[src/rtl/drs_pkg.sv]
package drs_pkg;
    typedef enum logic [1:0] {
        ST_IDLE    = 2'd0,
        ST_ACCESS  = 2'd1,
        ST_REFRESH = 2'd2
    } drs_state_e;
endpackage

[src/rtl/drs_tick_gen.sv]
// Cycle counter that marks when the next refresh falls due.
module drs_tick_gen #(
    parameter int PERIOD_CYCLES = 64000,
    parameter int INTERVAL      = 250,
    parameter int CNT_W         = 16
) (
    input  logic clk,
    input  logic rst_n,
    input  logic block_mode,
    output logic due
);
    typedef struct packed {
        logic [CNT_W-1:0] cnt;
    } tick_st_t;

    tick_st_t         st_d, st_q;
    logic [CNT_W-1:0] limit;

    always_comb begin
        st_d  = st_q;
        limit = block_mode ? CNT_W'(PERIOD_CYCLES - 1) : CNT_W'(INTERVAL - 1);
        due   = (st_q.cnt >= limit);
        st_d.cnt = due ? '0 : st_q.cnt + CNT_W'(1);
    end

    always_ff @(posedge clk or negedge rst_n) begin
        if (!rst_n) st_q <= '0;
        else        st_q <= st_d;
    end
endmodule

[src/rtl/drs_addr_walk.sv]
// Row/bank pointer: row is the fast digit, bank the slow one.
module drs_addr_walk #(
    parameter int NUM_ROWS  = 64,
    parameter int NUM_BANKS = 4,
    parameter int ROW_W     = 6,
    parameter int BANK_W    = 2
) (
    input  logic              clk,
    input  logic              rst_n,
    input  logic              step,
    output logic [ROW_W-1:0]  row,
    output logic [BANK_W-1:0] bank
);
    typedef struct packed {
        logic [ROW_W-1:0]  row;
        logic [BANK_W-1:0] bank;
    } walk_st_t;

    walk_st_t st_d, st_q;
    logic     row_last, bank_last;

    always_comb begin
        st_d      = st_q;
        row_last  = (st_q.row == ROW_W'(NUM_ROWS - 1));
        bank_last = (st_q.bank == BANK_W'(NUM_BANKS - 1));
        if (step) begin
            if (row_last) begin
                st_d.row  = '0;
                st_d.bank = bank_last ? '0 : st_q.bank + BANK_W'(1);
            end else begin
                st_d.row  = st_q.row + ROW_W'(1);
            end
        end
    end

    always_ff @(posedge clk or negedge rst_n) begin
        if (!rst_n) st_q <= '0;
        else        st_q <= st_d;
    end

    assign row  = st_q.row;
    assign bank = st_q.bank;
endmodule

[src/rtl/dram_refresh_sched.sv]
module dram_refresh_sched #(
    parameter int PERIOD_CYCLES = 64000,
    parameter int NUM_ROWS      = 64,
    parameter int NUM_BANKS     = 4,
    localparam int ROW_W  = (NUM_ROWS  > 1) ? $clog2(NUM_ROWS)  : 1,
    localparam int BANK_W = (NUM_BANKS > 1) ? $clog2(NUM_BANKS) : 1
) (
    input  logic              clk,
    input  logic              rst_n,
    input  logic              mode_block,
    input  logic              acc_req,
    output logic              acc_gnt,
    output logic              ref_req,
    output logic [ROW_W-1:0]  ref_row,
    output logic [BANK_W-1:0] ref_bank,
    input  logic              ref_done,
    output logic              deadline_miss
);
    import drs_pkg::*;

    localparam int TOTAL_ROWS = NUM_ROWS * NUM_BANKS;
    localparam int RAW_INTV   = PERIOD_CYCLES / TOTAL_ROWS;
    localparam int INTERVAL   = (RAW_INTV > 0) ? RAW_INTV : 1;
    localparam int CNT_W      = $clog2(PERIOD_CYCLES + 1);
    localparam int OWE_W      = $clog2(TOTAL_ROWS + 1);

    typedef struct packed {
        drs_state_e       state;
        logic [OWE_W-1:0] owe;
        logic             miss;
    } sched_st_t;

    sched_st_t        st_d, st_q;
    logic             due;
    logic             retire;
    logic [OWE_W-1:0] owe_left;

    drs_tick_gen #(
        .PERIOD_CYCLES(PERIOD_CYCLES),
        .INTERVAL     (INTERVAL),
        .CNT_W        (CNT_W)
    ) tick_i (
        .clk       (clk),
        .rst_n     (rst_n),
        .block_mode(mode_block),
        .due       (due)
    );

    drs_addr_walk #(
        .NUM_ROWS (NUM_ROWS),
        .NUM_BANKS(NUM_BANKS),
        .ROW_W    (ROW_W),
        .BANK_W   (BANK_W)
    ) walk_i (
        .clk  (clk),
        .rst_n(rst_n),
        .step (retire),
        .row  (ref_row),
        .bank (ref_bank)
    );

    always_comb begin
        st_d     = st_q;
        retire   = (st_q.state == ST_REFRESH) && ref_done;
        owe_left = st_q.owe - (retire ? OWE_W'(1) : OWE_W'(0));
        st_d.owe = owe_left;

        if (due) begin
            if (owe_left != '0) st_d.miss = 1'b1;
            if (mode_block)                       st_d.owe = OWE_W'(TOTAL_ROWS);
            else if (owe_left < OWE_W'(TOTAL_ROWS)) st_d.owe = owe_left + OWE_W'(1);
        end

        unique case (st_q.state)
            ST_IDLE: begin
                if (st_q.owe != '0)  st_d.state = ST_REFRESH;
                else if (acc_req)    st_d.state = ST_ACCESS;
            end
            ST_ACCESS: begin
                if (!acc_req)        st_d.state = ST_IDLE;
            end
            ST_REFRESH: begin
                if (ref_done)
                    st_d.state = (st_d.owe != '0) ? ST_REFRESH : ST_IDLE;
            end
            default:                 st_d.state = ST_IDLE;
        endcase
    end

    always_ff @(posedge clk or negedge rst_n) begin
        if (!rst_n) begin
            st_q.state <= ST_IDLE;
            st_q.owe   <= '0;
            st_q.miss  <= 1'b0;
        end else begin
            st_q <= st_d;
        end
    end

    assign acc_gnt       = (st_q.state == ST_ACCESS);
    assign ref_req       = (st_q.state == ST_REFRESH);
    assign deadline_miss = st_q.miss;
endmodule

[config.mk]
export PLATFORM = sky130hd
export DESIGN_NAME = dram_refresh_sched
export DESIGN_NICKNAME = d
export VERILOG_FILES = /design/src/rtl/drs_pkg.sv /design/src/rtl/drs_tick_gen.sv /design/src/rtl/drs_addr_walk.sv /design/src/rtl/dram_refresh_sched.sv
export SDC_FILE = /design/constraint.sdc
export NUM_CORES = 1
export LEC_CHECK = 0
export ABC_AREA = 1
export BUFFER_PORTS_ARGS = -buffer_cell sky130_fd_sc_hd__buf_2
export CAP_MARGIN = 20
export CORE_AREA = 2 2 67 69
export DETAILED_ROUTE_END_ITERATION = 16
export DIE_AREA = 0 0 69 71
export PLACE_DENSITY = 0.76
export SLEW_MARGIN = 0
export SYNTH_ARGS = -nofsm -noshare
export SYNTH_HDL_FRONTEND = slang
export SYNTH_SLANG_ARGS = --single-unit
[constraint.sdc]
create_clock -name clk -period 2.9 [get_ports clk]
set_input_delay 0.29 -clock clk [delete_from_list [all_inputs] [get_ports clk]]
set_output_delay 0.29 -clock clk [all_outputs]
set_load 0.01 [all_outputs]
After elaboration in Yosys (flattened, before gate mapping)
Cells that the tools add are included.
{"block": "classes", "add_sub_neg": 5, "magnitude_cmp": 2, "n_eq_ne": 7, "mux": 15, "n_reduce_logical": 8}
{"op": "$mux 16", "n": 2}
{"op": "$reduce_bool 9->1", "n": 3}
{"op": "$mux 9", "n": 2}
{"op": "$add 16x1->16 const B", "n": 1}
{"op": "$ge 16x16->1", "n": 1}
{"op": "$mux 2", "n": 6}
{"op": "$mux 10", "n": 1}
{"op": "$add 9x1->9 const B", "n": 1}
{"op": "$lt 9x9->1 const B", "n": 1}
{"op": "$sub 9x1->9", "n": 1}
{"op": "$add 6x1->6 const B", "n": 1}
{"op": "$eq 6x6->1 const B", "n": 1}
{"op": "$mux 6", "n": 1}
{"op": "$pmux 2 s3", "n": 1}
{"op": "$eq 2x2->1 const B", "n": 2}
{"op": "$reduce_and 2->1", "n": 2}
{"op": "$ne 3x3->1 const B", "n": 1}
{"op": "$reduce_and 3->1", "n": 1}
{"op": "$add 2x1->2 const B", "n": 1}
{"op": "$eq 2x1->1 const B", "n": 1}
{"op": "$logic_not 2->1", "n": 1}
{"op": "$mux 1", "n": 2}
{"op": "$ne 2x1->1 const B", "n": 1}
{"op": "$ne 2x2->1 const B", "n": 1}
{"op": "$logic_and 1x1->1", "n": 1}
{"block": "word_totals", "reg_bits": 36, "inputBits": 5, "output_inout_bits": 11, "wordCells": 43}

Longest topological paths before layout
{"block": "logic_depth", "depth_word": 12, "mapped_depth": 20}

By module
From an unflattened synthesis, not the netlist that was laid out.
{"block": "unflattened", "hier_cells": 358, "hier_area_um2": 2560.0}
{"module": "drs_tick_gen", "instances": 1, "cells_each": 154, "area_each_um2": 1141.1, "seq_area_each_um2": 400.4}
{"module": "dram_refresh_sched", "instances": 1, "cells_each": 155, "area_each_um2": 1008.5, "seq_area_each_um2": 300.3}
{"module": "drs_addr_walk", "instances": 1, "cells_each": 49, "area_each_um2": 410.4, "seq_area_each_um2": 200.2}

Worst setup path before layout
No wires, ideal clock.
{"block": "synth_timing", "kind": "reg2reg", "startpoint": "register st_q[10] (netlist bit)", "endpoint": "register st_q[11] (netlist bit)", "setup_ns": 0.122, "t_arrival_ns": 2.554, "required_ns": 2.778, "path_slack_ns": 0.225, "stages_incl_launch_ff": 19, "n_path_buf": 0, "cell_sequence": "dfrtp_1 -> nor2_1 -> nand2_1 -> inv_1 -> ha_1 -> ha_1 -> inv_1 -> ha_1 -> inv_1 -> nor2_2 -> nand2_1 -> nor2_4 -> nand3_1 -> nand2_1 -> nand3_1 -> nor2_1 -> nand2_1 -> nand2_1 -> a21oi_2"}
{"block": "synth_via", "elab_chain_len": 12, "elab_cells_between_ends": 19}
{"item": "start: declaration", "line": "dram_refresh_sched.sv:33", "rtl": "sched_st_t st_d, st_q;"}
{"item": "start signal: assignment", "line": "dram_refresh_sched.sv:96", "rtl": "st_q <= st_d;"}
{"item": "$eq 2x2->1 *"}
{"item": "named net ref_req", "line": "dram_refresh_sched.sv:13", "rtl": "output logic ref_req,"}
{"item": "$logic_and 1x1->1 *", "line": "dram_refresh_sched.sv:64", "rtl": "retire = (st_q.state == ST_REFRESH) && ref_done;"}
{"item": "named net retire", "line": "dram_refresh_sched.sv:35", "rtl": "logic retire;"}
{"item": "$mux 1 *", "line": "dram_refresh_sched.sv:65", "rtl": "owe_left = st_q.owe - (retire ? OWE_W'(1) : OWE_W'(0));"}
{"item": "$sub 9x1->9 *", "line": "dram_refresh_sched.sv:65"}
{"item": "$add 9x1->9 / $lt 9x9->1 (equally long branches)", "line": "dram_refresh_sched.sv:71", "rtl": "else if (owe_left < OWE_W'(TOTAL_ROWS)) st_d.owe = owe_left + OWE_W'(1);"}
{"item": "$mux 9", "line": "dram_refresh_sched.sv:71"}
{"item": "$mux 9", "line": "dram_refresh_sched.sv:70", "rtl": "if (mode_block) st_d.owe = OWE_W'(TOTAL_ROWS);"}
{"item": "$mux 10 *", "line": "dram_refresh_sched.sv:68", "rtl": "if (due) begin"}
{"item": "$reduce_bool 9->1 *", "line": "dram_refresh_sched.sv:84", "rtl": "st_d.state = (st_d.owe != '0) ? ST_REFRESH : ST_IDLE;"}
{"item": "$mux 2 *", "line": "dram_refresh_sched.sv:84"}
{"item": "$mux 2 *", "line": "dram_refresh_sched.sv:83", "rtl": "if (ref_done)"}
{"item": "$pmux 2 s3 *", "line": "dram_refresh_sched.sv:74", "rtl": "unique case (st_q.state)"}
The timed path passes the listed nets; every way through them passes the cells marked *. The select of a mux whose other input is x is not followed.
A chain may end at the register's enable or synchronous reset.

Worst setup path after layout
{"block": "layout_timing", "startpoint": "register st_q[11] (netlist bit)", "endpoint": "register st_q[11] (netlist bit)"}
{"block": "layout_via", "elab_chain_len": 12, "elab_cells_between_ends": 19}
{"item": "$eq 2x2->1 *", "line": "dram_refresh_sched.sv:64"}
{"item": "$logic_and 1x1->1 *", "line": "dram_refresh_sched.sv:64"}
{"item": "named net retire", "line": "dram_refresh_sched.sv:35"}
{"item": "$mux 1 *", "line": "dram_refresh_sched.sv:65"}
{"item": "$sub 9x1->9 *", "line": "dram_refresh_sched.sv:65"}
{"item": "$add 9x1->9 / $lt 9x9->1 (equally long branches)", "line": "dram_refresh_sched.sv:71"}
{"item": "$mux 9", "line": "dram_refresh_sched.sv:71"}
{"item": "$mux 9", "line": "dram_refresh_sched.sv:70"}
{"item": "$mux 10 *", "line": "dram_refresh_sched.sv:68"}
{"item": "$reduce_bool 9->1 *", "line": "dram_refresh_sched.sv:84"}
{"item": "$mux 2 *", "line": "dram_refresh_sched.sv:84"}
{"item": "$mux 2 *", "line": "dram_refresh_sched.sv:83"}
{"item": "$pmux 2 s3 *", "line": "dram_refresh_sched.sv:74"}
Marks and branches as above.

==> results.toml <==
[run_status]
outcome = "finished clean"

[sta]
hold_viol_final = 0
slew_violations = 0
timing.fmax_ghz = 0.3749
tns_ns = 0
fin_crit_sh_pct = 91.97
clock_skew_ns = 0.009121
tightest_slew_ns = 0.7860
slew_headroom_pct = 47.60
worst_slack_ns = 0.2329
setup_viol = 0
post-route-min-period_ns = 2.667

[pwr]
ir_drop_mv = 0.4054
p_per_area_nw_per_um2 = 857.3
p_leak_nw = 1.339

[logic_synthesis]
synth_top_area_cell = "dfrtp_1"
synthMuxAreaShare_pct = 0
synth_seq_area_share_pct = 37.91
yosysWarnings = 0
avgSynthCellArea_sq_um = 7.402
synth_area_sq_um = 2376
synth_enable_flop_cells = 0
yosysMostFrequentCell = "nand2_1"
synth_cell_type_count = 29
ys_ff_latch = 36
synth_top_family_by_area = "simple AND/OR/NAND/NOR gates"
synthDominantCellAreaShare_pct = 37.91
synthesis.nets = 341
synthTopCellsByCount = "nand2_1 (76), inv_1 (50), dfrtp_1 (36)"
synthCells = 321
synth_compound_area_share_pct = 8.689
synth-xor-area-share_pct = 1.106
synth_ff_type = "dfrtp_1"
synth_fa_ha_area_share_pct = 7.899
synth-simple-area-share_pct = 35.39
synth_area_leaders = "dfrtp_1 (38%), nand2_1 (12%), ha_1 (7.9%)"
async_flop_share_pct = 100.0

[layout]
fin_nets = 362
area_growth_pct = 10.64
drive_gt1_share_pct = 14.58
stdcell_count = 395
antenna_cells = 0
design_area_sq_um = 2629

[floorplan]
initial_core_util_pct = 56.52
io_pins = 16
rows = 24
die_area_sq_um = 4899
coreArea_sq_um = 4204
die_w_um = 69
die_y_um = 71

[cts]
cts_tree = "yes"
cts.htree.levels = 2
clock_latency_ns = 0.29
cts_root_buffer = "clkbuf_8"
cts_buffers = 5
postCtsSetupBuffers = 0
clock_sinks = 36
clk_pin_slew_ns = 0.08
cts_buffer_depth = 2

[worst_setup_path]
crit_fanout = 5
startpoint = "st_q[11]"
worstSetupEndpointType = "flip-flop"
path_class = "flip-flop to flip-flop"
startpoint_type = "flip-flop"
cp_top_family = "simple AND/OR/NAND/NOR gates"
rr_startpoint = "st_q[11]"
required_ns = 3.13
cp_common_cell = "nand2_1"
cp.arrival_ns = 2.90
crit_chain = "inv_1 -> nor2_4 -> nand2_2 -> inv_2 -> ha_1 -> ha_1 -> inv_1 -> ha_1 -> inv_1 -> nor2_2 -> nand2_2 -> nor2_4 -> nand3_1 -> nand2_1 -> nand3_1 -> nand2_1 -> nor2_1 -> nand2_1 -> nand2_1 -> a21oi_2"
slowest_stage = "dfrtp_1"
crit_buf_inv = 4
critPathMaxStageDelay_ns = 0.41

[route]
wl_per_cell_um = 11.51
drc = 0
firstDrtPassIters = 4
drt_wl_total_mm = 4.545
drt_iter0_markers = 82
detail_route.vias_per_cell = 5.147
vias = 2033
ant_nets = 0

[placement]
gp_congestion = 0.8647
placed_cell_area_sq_um = 2509
placed_cells = 387
port_buffers = 15
dp_slack_ns = 0.1281
dp_hpwl_mm = 3.508

[hold_path]
hold_path_class = "primary input to asynchronous set/reset pin"

[job]
drv_cap = 0

[grt]
grt_max_degree = 37
grt_pass1_vias = 1963
grt_remaining_overflow = 0
grt_use_total_pct = 20.68
grt_pass1_wl_mm = 8.231
antenna_found_initial = 0
power breakdown:
| group | switching (W) | internal, W | total, W |
|---|---|---|---|
| registers | 0.000160 | 0.000672 | 0.000832 |
| logic | 0.000630 | 0.000352 | 0.000982 |
| clock network | 0.000184 | 0.000255 | 0.000440 |
cell usage in the layout (no fill, tap or decap), drive strengths merged:
cell type / n
o21ai: 15
dfrtp: 36
xor2: 1
nand3b: 1
o21a: 1
a21oi: 17
nand4: 13
clkbuf: 6
clkinv: 1
or2: 2
nand2: 82
nor3b: 5
ha: 15
buf: 16
nor2: 41
xnor2: 2
o21bai: 1
inv: 53
nand3: 25
bufinv: 1
o311ai: 1
nor3: 8
state kept, by name, summed over array words and instances (netlist names):
| signal | cells |
|---|---|
| walk_i.row | 6 |
| st_q | 11 |
| tick_i.st_q | 16 |
| deadline_miss | 1 |
| walk_i.bank | 2 |
per-stage QoR:
| stage | power (W) | hold slack (ns) | utilization [%] |
|---|---|---|---|
| 2_1_floorplan | 0.001558 | -0.005591 | - |
| 3_3_place_gp | 0.001795 | 0.4197 | 59.67 |
| 3_5_place_dp | 0.001813 | 0.4189 | 59.67 |
| 4_1_cts | 0.002261 | 0.09841 | 62.23 |
| 5_1_grt | 0.002461 | 0.1564 | 62.53 |
| 6_report | 0.002254 | 0.07331 | 62.53 |
repair_timing:
| item | CTS | global route |
|---|---|---|
| hold endpoints to repair | 0 | 0 |
| endpoints found under the setup margin | 0 | 1 |
| resized for setup | 0 | 5 |
| hold buffers | 0 | 0 |
final timing paths:
path / slack (ns) / cells after the start / endpoint
setup / recovery: 0.23 / 20 / st_q[11]
hold / removal: 0.07 / 1 / walk_i.row[2]
setup reg to reg: 0.23 / 20 / st_q[11]
hold reg to reg: 0.47 / 1 / deadline_miss
max in group asynchronous: 2.32 / 1 / walk_i.bank[1]
min in group clk: 0.22 / 2 / st_q[5]
per-layer routing:
layer  GRT usage, %  share of wire, %
met4          7.843               2.0
met1          26.22                48
met3          5.128               3.2
met2          34.40                47
met5              0                 0
kinds of logic after synthesis:
logic type	after synthesis
xor gates and xnor gates	3
adders and majority gates	15
AOI/OAI and AO/OA	35
buffers and inverters	55
DFF	36
and+or+nand+nor	177
cell type report:
type,instances,area (sq um)
fill,377,1575
multi-input combinational,230,1274
sequential,36,900.9
inverter,53,198.9
timing repair buffer,16,82.58
clock buffer,6,72.57
tap,52,65.06
clock inverter,2,35.03
worst reg2reg max path: stages (launching register included):
cell,delay (ns)
dfrtp_1,0.41
inv_1,0.12
nor2_4,0.05
nand2_2,0.11
inv_2,0.07
ha_1,0.19
ha_1,0.32
inv_1,0.11
ha_1,0.18
inv_1,0.06
nor2_2,0.15
nand2_2,0.09
nor2_4,0.14
nand3_1,0.08
nand2_1,0.08
nand3_1,0.10
nand2_1,0.09
nor2_1,0.04
nand2_1,0.07
nand2_1,0.06
a21oi_2,0.11
(Power assumes the default switching activity.)
